===== src/rtl/nru_pkg.sv =====
package nru_pkg;

    localparam int RNG_W = 16;

    typedef enum logic [1:0] {
        CLS_IDLE_CLEAN = 2'd0,
        CLS_IDLE_DIRTY = 2'd1,
        CLS_USED_CLEAN = 2'd2,
        CLS_USED_DIRTY = 2'd3
    } page_class_e;

    typedef enum logic [0:0] {
        ST_WAIT_REQ = 1'b0,
        ST_OFFER    = 1'b1
    } sel_state_e;

    function automatic page_class_e class_of(input logic used, input logic dirty);
        return page_class_e'({used, dirty});
    endfunction

endpackage


===== src/rtl/nru_status_bits.sv =====
module nru_status_bits #(
    parameter int NUM_FRAMES = 16,
    localparam int IDX_W = (NUM_FRAMES > 1) ? $clog2(NUM_FRAMES) : 1
) (
    input  logic                  clk,
    input  logic                  rst_n,
    input  logic                  ref_valid,
    input  logic [IDX_W-1:0]      ref_idx,
    input  logic                  ref_write,
    input  logic                  clear_tick,
    input  logic                  load_valid,
    input  logic [IDX_W-1:0]      load_idx,
    output logic [NUM_FRAMES-1:0] used_bits,
    output logic [NUM_FRAMES-1:0] dirty_bits
);

    for (genvar f = 0; f < NUM_FRAMES; f++) begin : g_frame
        logic hit_touch;
        logic hit_fill;

        assign hit_touch = ref_valid  && (ref_idx  == IDX_W'(f));
        assign hit_fill  = load_valid && (load_idx == IDX_W'(f));

        always_ff @(posedge clk or negedge rst_n) begin
            if (!rst_n) begin
                used_bits[f]  <= 1'b0;
                dirty_bits[f] <= 1'b0;
            end else if (hit_fill) begin
                used_bits[f]  <= 1'b1;
                dirty_bits[f] <= 1'b0;
            end else if (hit_touch) begin
                used_bits[f] <= 1'b1;
                if (ref_write) begin
                    dirty_bits[f] <= 1'b1;
                end
            end else if (clear_tick) begin
                used_bits[f] <= 1'b0;
            end
        end
    end

endmodule


===== src/rtl/nru_lfsr.sv =====
module nru_lfsr
    import nru_pkg::*;
#(
    parameter logic [RNG_W-1:0] SEED = 16'hACE1
) (
    input  logic             clk,
    input  logic             rst_n,
    output logic [RNG_W-1:0] rng
);

    logic feedback;

    // Taps 16,14,13,11: maximal-length sequence, never reaches zero from a non-zero seed.
    assign feedback = rng[15] ^ rng[13] ^ rng[12] ^ rng[10];

    always_ff @(posedge clk or negedge rst_n) begin
        if (!rst_n) begin
            rng <= SEED;
        end else begin
            rng <= {rng[RNG_W-2:0], feedback};
        end
    end

endmodule


===== src/rtl/nru_class_pick.sv =====
module nru_class_pick
    import nru_pkg::*;
#(
    parameter int NUM_FRAMES = 16,
    localparam int IDX_W = (NUM_FRAMES > 1) ? $clog2(NUM_FRAMES) : 1
) (
    input  logic [NUM_FRAMES-1:0] used_bits,
    input  logic [NUM_FRAMES-1:0] dirty_bits,
    input  logic [IDX_W-1:0]      start_idx,
    output logic [IDX_W-1:0]      pick_idx
);

    logic [NUM_FRAMES-1:0] class_mask [4];
    logic [3:0]            class_busy;
    logic [NUM_FRAMES-1:0] member;

    for (genvar c = 0; c < 4; c++) begin : g_class
        for (genvar f = 0; f < NUM_FRAMES; f++) begin : g_member
            assign class_mask[c][f] =
                (class_of(used_bits[f], dirty_bits[f]) == page_class_e'(c));
        end
        assign class_busy[c] = |class_mask[c];
    end

    always_comb begin
        unique casez (class_busy)
            4'b???1: member = class_mask[0];
            4'b??10: member = class_mask[1];
            4'b?100: member = class_mask[2];
            default: member = class_mask[3];
        endcase
    end

    always_comb begin
        logic found;
        int   pos;
        found    = 1'b0;
        pick_idx = start_idx;
        for (int k = 0; k < NUM_FRAMES; k++) begin
            pos = int'(start_idx) + k;
            if (pos >= NUM_FRAMES) begin
                pos = pos - NUM_FRAMES;
            end
            if (!found && member[pos]) begin
                found    = 1'b1;
                pick_idx = IDX_W'(pos);
            end
        end
    end

endmodule


===== src/rtl/nru_victim_sel.sv =====
module nru_victim_sel
    import nru_pkg::*;
#(
    parameter int               NUM_FRAMES = 16,
    parameter logic [RNG_W-1:0] RNG_SEED   = 16'hACE1,
    localparam int              IDX_W = (NUM_FRAMES > 1) ? $clog2(NUM_FRAMES) : 1
) (
    input  logic             clk,
    input  logic             rst_n,
    input  logic             ref_valid,
    input  logic [IDX_W-1:0] ref_idx,
    input  logic             ref_write,
    input  logic             clear_tick,
    input  logic             load_valid,
    input  logic [IDX_W-1:0] load_idx,
    input  logic             victim_req,
    input  logic             victim_ack,
    output logic             victim_valid,
    output logic [IDX_W-1:0] victim_idx
);

    localparam logic [RNG_W-1:0] FRAME_COUNT = RNG_W'(NUM_FRAMES);

    logic [NUM_FRAMES-1:0] used_bits;
    logic [NUM_FRAMES-1:0] dirty_bits;
    logic [RNG_W-1:0]      rng;
    logic [IDX_W-1:0]      start_idx;
    logic [IDX_W-1:0]      pick_idx;
    sel_state_e            state_q;
    sel_state_e            state_d;

    nru_status_bits #(.NUM_FRAMES(NUM_FRAMES)) u_bits (
        .clk        (clk),
        .rst_n      (rst_n),
        .ref_valid  (ref_valid),
        .ref_idx    (ref_idx),
        .ref_write  (ref_write),
        .clear_tick (clear_tick),
        .load_valid (load_valid),
        .load_idx   (load_idx),
        .used_bits  (used_bits),
        .dirty_bits (dirty_bits)
    );

    nru_lfsr #(.SEED(RNG_SEED)) u_rng (
        .clk   (clk),
        .rst_n (rst_n),
        .rng   (rng)
    );

    assign start_idx = IDX_W'(rng % FRAME_COUNT);

    nru_class_pick #(.NUM_FRAMES(NUM_FRAMES)) u_pick (
        .used_bits  (used_bits),
        .dirty_bits (dirty_bits),
        .start_idx  (start_idx),
        .pick_idx   (pick_idx)
    );

    always_comb begin
        state_d = state_q;
        unique case (state_q)
            ST_WAIT_REQ: if (victim_req) state_d = ST_OFFER;
            ST_OFFER:    if (victim_ack) state_d = ST_WAIT_REQ;
            default:     state_d = ST_WAIT_REQ;
        endcase
    end

    always_ff @(posedge clk or negedge rst_n) begin
        if (!rst_n) begin
            state_q <= ST_WAIT_REQ;
        end else begin
            state_q <= state_d;
        end
    end

    always_ff @(posedge clk or negedge rst_n) begin
        if (!rst_n) begin
            victim_idx <= '0;
        end else if (state_q == ST_WAIT_REQ && victim_req) begin
            victim_idx <= pick_idx;
        end
    end

    assign victim_valid = (state_q == ST_OFFER);

endmodule


===== config.mk =====
export PLATFORM = sky130hd
export DESIGN_NAME = nru_victim_sel
export DESIGN_NICKNAME = d
export VERILOG_FILES = /design/src/rtl/nru_pkg.sv /design/src/rtl/nru_status_bits.sv /design/src/rtl/nru_lfsr.sv /design/src/rtl/nru_class_pick.sv /design/src/rtl/nru_victim_sel.sv
export SDC_FILE = /design/constraint.sdc
export NUM_CORES = 1
export LEC_CHECK = 0
export BUFFER_PORTS_ARGS = -buffer_cell sky130_fd_sc_hd__buf_2
export CORE_ASPECT_RATIO = 0.75
export CORE_MARGIN = 3
export CORE_UTILIZATION = 64
export CTS_BUF_LIST = sky130_fd_sc_hd__clkbuf_8 sky130_fd_sc_hd__clkbuf_16
export DETAILED_ROUTE_END_ITERATION = 10
export PLACE_DENSITY_LB_ADDON = 0.12
export SETUP_SLACK_MARGIN = 0.2
export SLEW_MARGIN = 20
export SYNTH_ARGS = -nofsm -noshare
export SYNTH_HDL_FRONTEND = slang
export SYNTH_SLANG_ARGS = --single-unit

===== constraint.sdc =====
create_clock -name clk -period 5 [get_ports clk]
set_input_delay 0.75 -clock clk [delete_from_list [all_inputs] [get_ports clk]]
set_output_delay 0.75 -clock clk [all_outputs]
set_load 0.1 [all_outputs]

==> reports/qor.yml <==
status:
  status: "completed"
global_routing:
  grt_pass1_wl_um: 30200
  groute.usage.overall_pct: 39.1
  antenna_found_initial: 0
  grt_max_degree: 54
  grt_pass1_vias: 5451
  grt_overflow_total: 0
synthesis:
  yosys_warnings: 0
  yosys-top-cells-area: "dfrtp_1 (20%), a21oi_1 (5.4%), mux2i_1 (4.5%), mux4_2 (4.1%), dfstp_2 (3.8%)"
  synthCells: 658
  synth-edff-count: 0
  synth-seq-area-share_pct: 24.2
  yosys.area.top_type: "dfrtp_1"
  syn_area_per_cell_um2: 8.40
  synth_seq_cells: 53
  async_flop_share_pct: 100
  synthesis.nets: 681
  netlist_area_um2: 5530
  synth_top_area_share_pct: 20.4
  synth.distinct_cells: 93
  synth_ff_type: "dfrtp_1"
floorplanning:
  fp.dieW_um: 113
  start_util_pct: 68.0
  fp.coreArea_um2: 8130
  floorplan.die_area_um2: 9800
  ioPinCount: 21
  core.rowCount: 28
  dieHeight_um: 86.5
drt:
  avgRoutedWirePerCell_um: 24.5
  viasPerCell: 7.72
  remaining_drc_errors: 0
  dr.first_iter.drc_count: 1009
  ant_nets: 0
  drtPass1Iterations: 10
  dr_total_vias: 6047
  drt_wl_total_um: 19200
clocking:
  cts_tree: "built"
  clk_path_buf_depth: 2
  cts-htree-levels: 2
  cts-root-buf: "clkbuf_16"
  cts.sinks: 53
  clock_latency_ps: 300
  cts_buffers: 5
  clk_pin_slew_worst_paths_ps: 70
critical_path:
  required_ps: 5230
  crit_type: "reg2reg"
  cp_data_arrival_time_ps: 5040
  max_stage_delay_ps: 650
  worstSetupEndpointType: "register"
  worst-path-max-fanout: 10
  path_cells: "nor2_1 > nor3_1 > and4_1 > a21oi_1 > o22a_1 > mux2i_1 > o22ai_1 > mux4_2 > o2111ai_4 > nor4_4 > buf_4 > and4b_1 > a311oi_1 > o22ai_1 > a21oi_1"
  slowest_stage: "mux4_2"
  cp-start-kind: "register"
  r2r_setup_slack_ps: 180
sta:
  finalMaxSlewViolations: 0
  rsz0062_at_grt: "true"
  max_freq_mhz: 208
  finClkSkew_ps: 8.99
  finalSetupViolCount: 0
  min_period_ps: 4820
  finalHoldViolations: 0
  holdWs_ps: 358
  finalCritPeriodShare_pct: 96.3
  max-slew-margin-rel_pct: 24.5
  worst_pin_slew_ps: 1130
  setup_tns_ps: 0
power_and_ir_drop:
  leakagePower_nw: 2.34
  power.density_nw_per_um2: 284
  vdd_drop_max_mv: 0.312
  total_power_mw: 1.71
placement:
  gp_congestion: 1.06
  port_buffers: 20
  hpwl_um: 14200
layout:
  num-fill-cells: 615
  antenna_cells: 0
  num-nets-final: 700
  drive_above_1_share_pct: 19.6
  syn2layout_area_growth_pct: 8.72
  multi_input_area_um2: 3980
  seqCellArea_um2: 1340
job:
  cap_violations: 0
hold_path:
  min_path_type: "reg2reg"
where the power goes:
part	internal [mW]	leakage [nW]	switching, mW	total (mW)
Combinational	0.282	1.59	0.532	0.814
Sequential	0.472	0.675	0.0746	0.547
Clock	0.184	0.0672	0.162	0.346
repair_timing:
action	CTS	global route
gates resized for setup	0	10
hold buffers	0	0
endpoints found under the setup margin	0	4
setup buffers	0	4
sequential cells by signal, indices dropped and copies added (netlist names):
signal             flops
victim_idx             4
victim_valid           1
u_bits.used_bits      16
u_bits.dirty_bits     16
u_rng.rng             16
metal layers:
layer	wire length, um	up-vias	global-route usage [%]
li1	-	2592	-
met1	7800	2839	59.0
met2	7430	548	52.2
met3	3550	66	17.9
met4	388	2	5.13
met5	46	-	0
worst max-delay path, delay by kind of cell, from the launching register on:
family	cells	cell delay, ps
multiplexers	2	1160
AO/OA/AOI/OAI	7	1410
AND/OR/NAND/NOR	5	1370
flip-flops	1	620
buffers and inverters	1	170
cells by family after synthesis:
family / share of synthesized area (%)
AO/OA/AOI/OAI: 37.0
multiplexers: 10.9
AND/OR/NAND/NOR: 19.4
adder cells (fa/ha/maj): 1.59
flip-flops: 24.2
XOR/XNOR: 1.90
buffers and inverters: 5.07
layout by cell type (no fill, tap or decap), types with 14 or more instances in the layout:
cell,count
o22ai_1,31
dfrtp_1,45
nand2_1,50
a22oi_1,19
o21ai_1,14
buf_4,26
buf_2,20
o21ai_0,29
nor2b_1,15
inv_1,29
nor2_1,44
mux2i_1,25
nand2b_1,18
a21oi_1,58
area by class of cell:
type | count | area share [%]
multi-input combinational | 539 | 66.3
sequential | 53 | 22.2
timing repair buffer | 46 | 4.92
tap | 105 | 2.19
clock buffer | 5 | 2.08
inverter | 32 | 2.00
clock inverter | 3 | 0.312
synth_stat cells (3+ instances only):
library cell and count:
a21oi_1 60, nand2_1 50, dfrtp_1 45, nor2_1 44
o22ai_1 33, o21ai_0 29, inv_1 28, mux2i_1 25
clkbuf_1 20, a22oi_1 19, nand2b_1 18, nor2b_1 16
o21ai_1 14, a211oi_1 12, nand3_1 11, o22a_1 11
mux4_2 10, and3_1 9, nor3_1 9, buf_2 8
dfstp_2 8, o211ai_1 8, o221ai_1 8, xnor2_1 8
and2_1 7, ha_1 7, o2111ai_1 7, a31oi_1 6
o31ai_1 6, a21oi_2 5, mux2_2 5, nor3_2 5
nor4_1 5, mux2i_2 4, o22a_4 4, o22ai_2 4
xor2_1 4, a21boi_1 3, a21o_1 3, o31a_1 3
worst paths after layout:
kind | start | to | depth (start not counted)
min in group asynchronous | rst_n | u_bits.used_bits[8]$_DFFE_PN0P_ | 2
worst max register to register | u_bits.used_bits[8]$_DFFE_PN0P_ | victim_idx[3]$_DFFE_PN0P_ | 15
max in group asynchronous | rst_n | u_rng.rng[3]$_DFF_PN0_ | 2
worst min-delay path | u_rng.rng[14]$_DFF_PN0_ | u_rng.rng[15]$_DFF_PN1_ | 0
worst min register to register | u_rng.rng[14]$_DFF_PN0_ | u_rng.rng[15]$_DFF_PN1_ | 0
worst max-delay path | u_bits.used_bits[8]$_DFFE_PN0P_ | victim_idx[3]$_DFFE_PN0P_ | 15
per-stage QoR:
| step | util (%) | std cells | setup WS, ps | area [um2] |
|---|---|---|---|---|
| floorplan | - | 658 | 816 | 5530 |
| global placement | 71.0 | 771 | 431 | 5770 |
| detailed placement | 71.0 | 771 | 392 | 5770 |
| CTS | 72.8 | 779 | 361 | 5910 |
| global route | 73.9 | 783 | 113 | 6010 |
| finish | 73.9 | 783 | 183 | 6010 |
(Power assumes the default switching activity.)
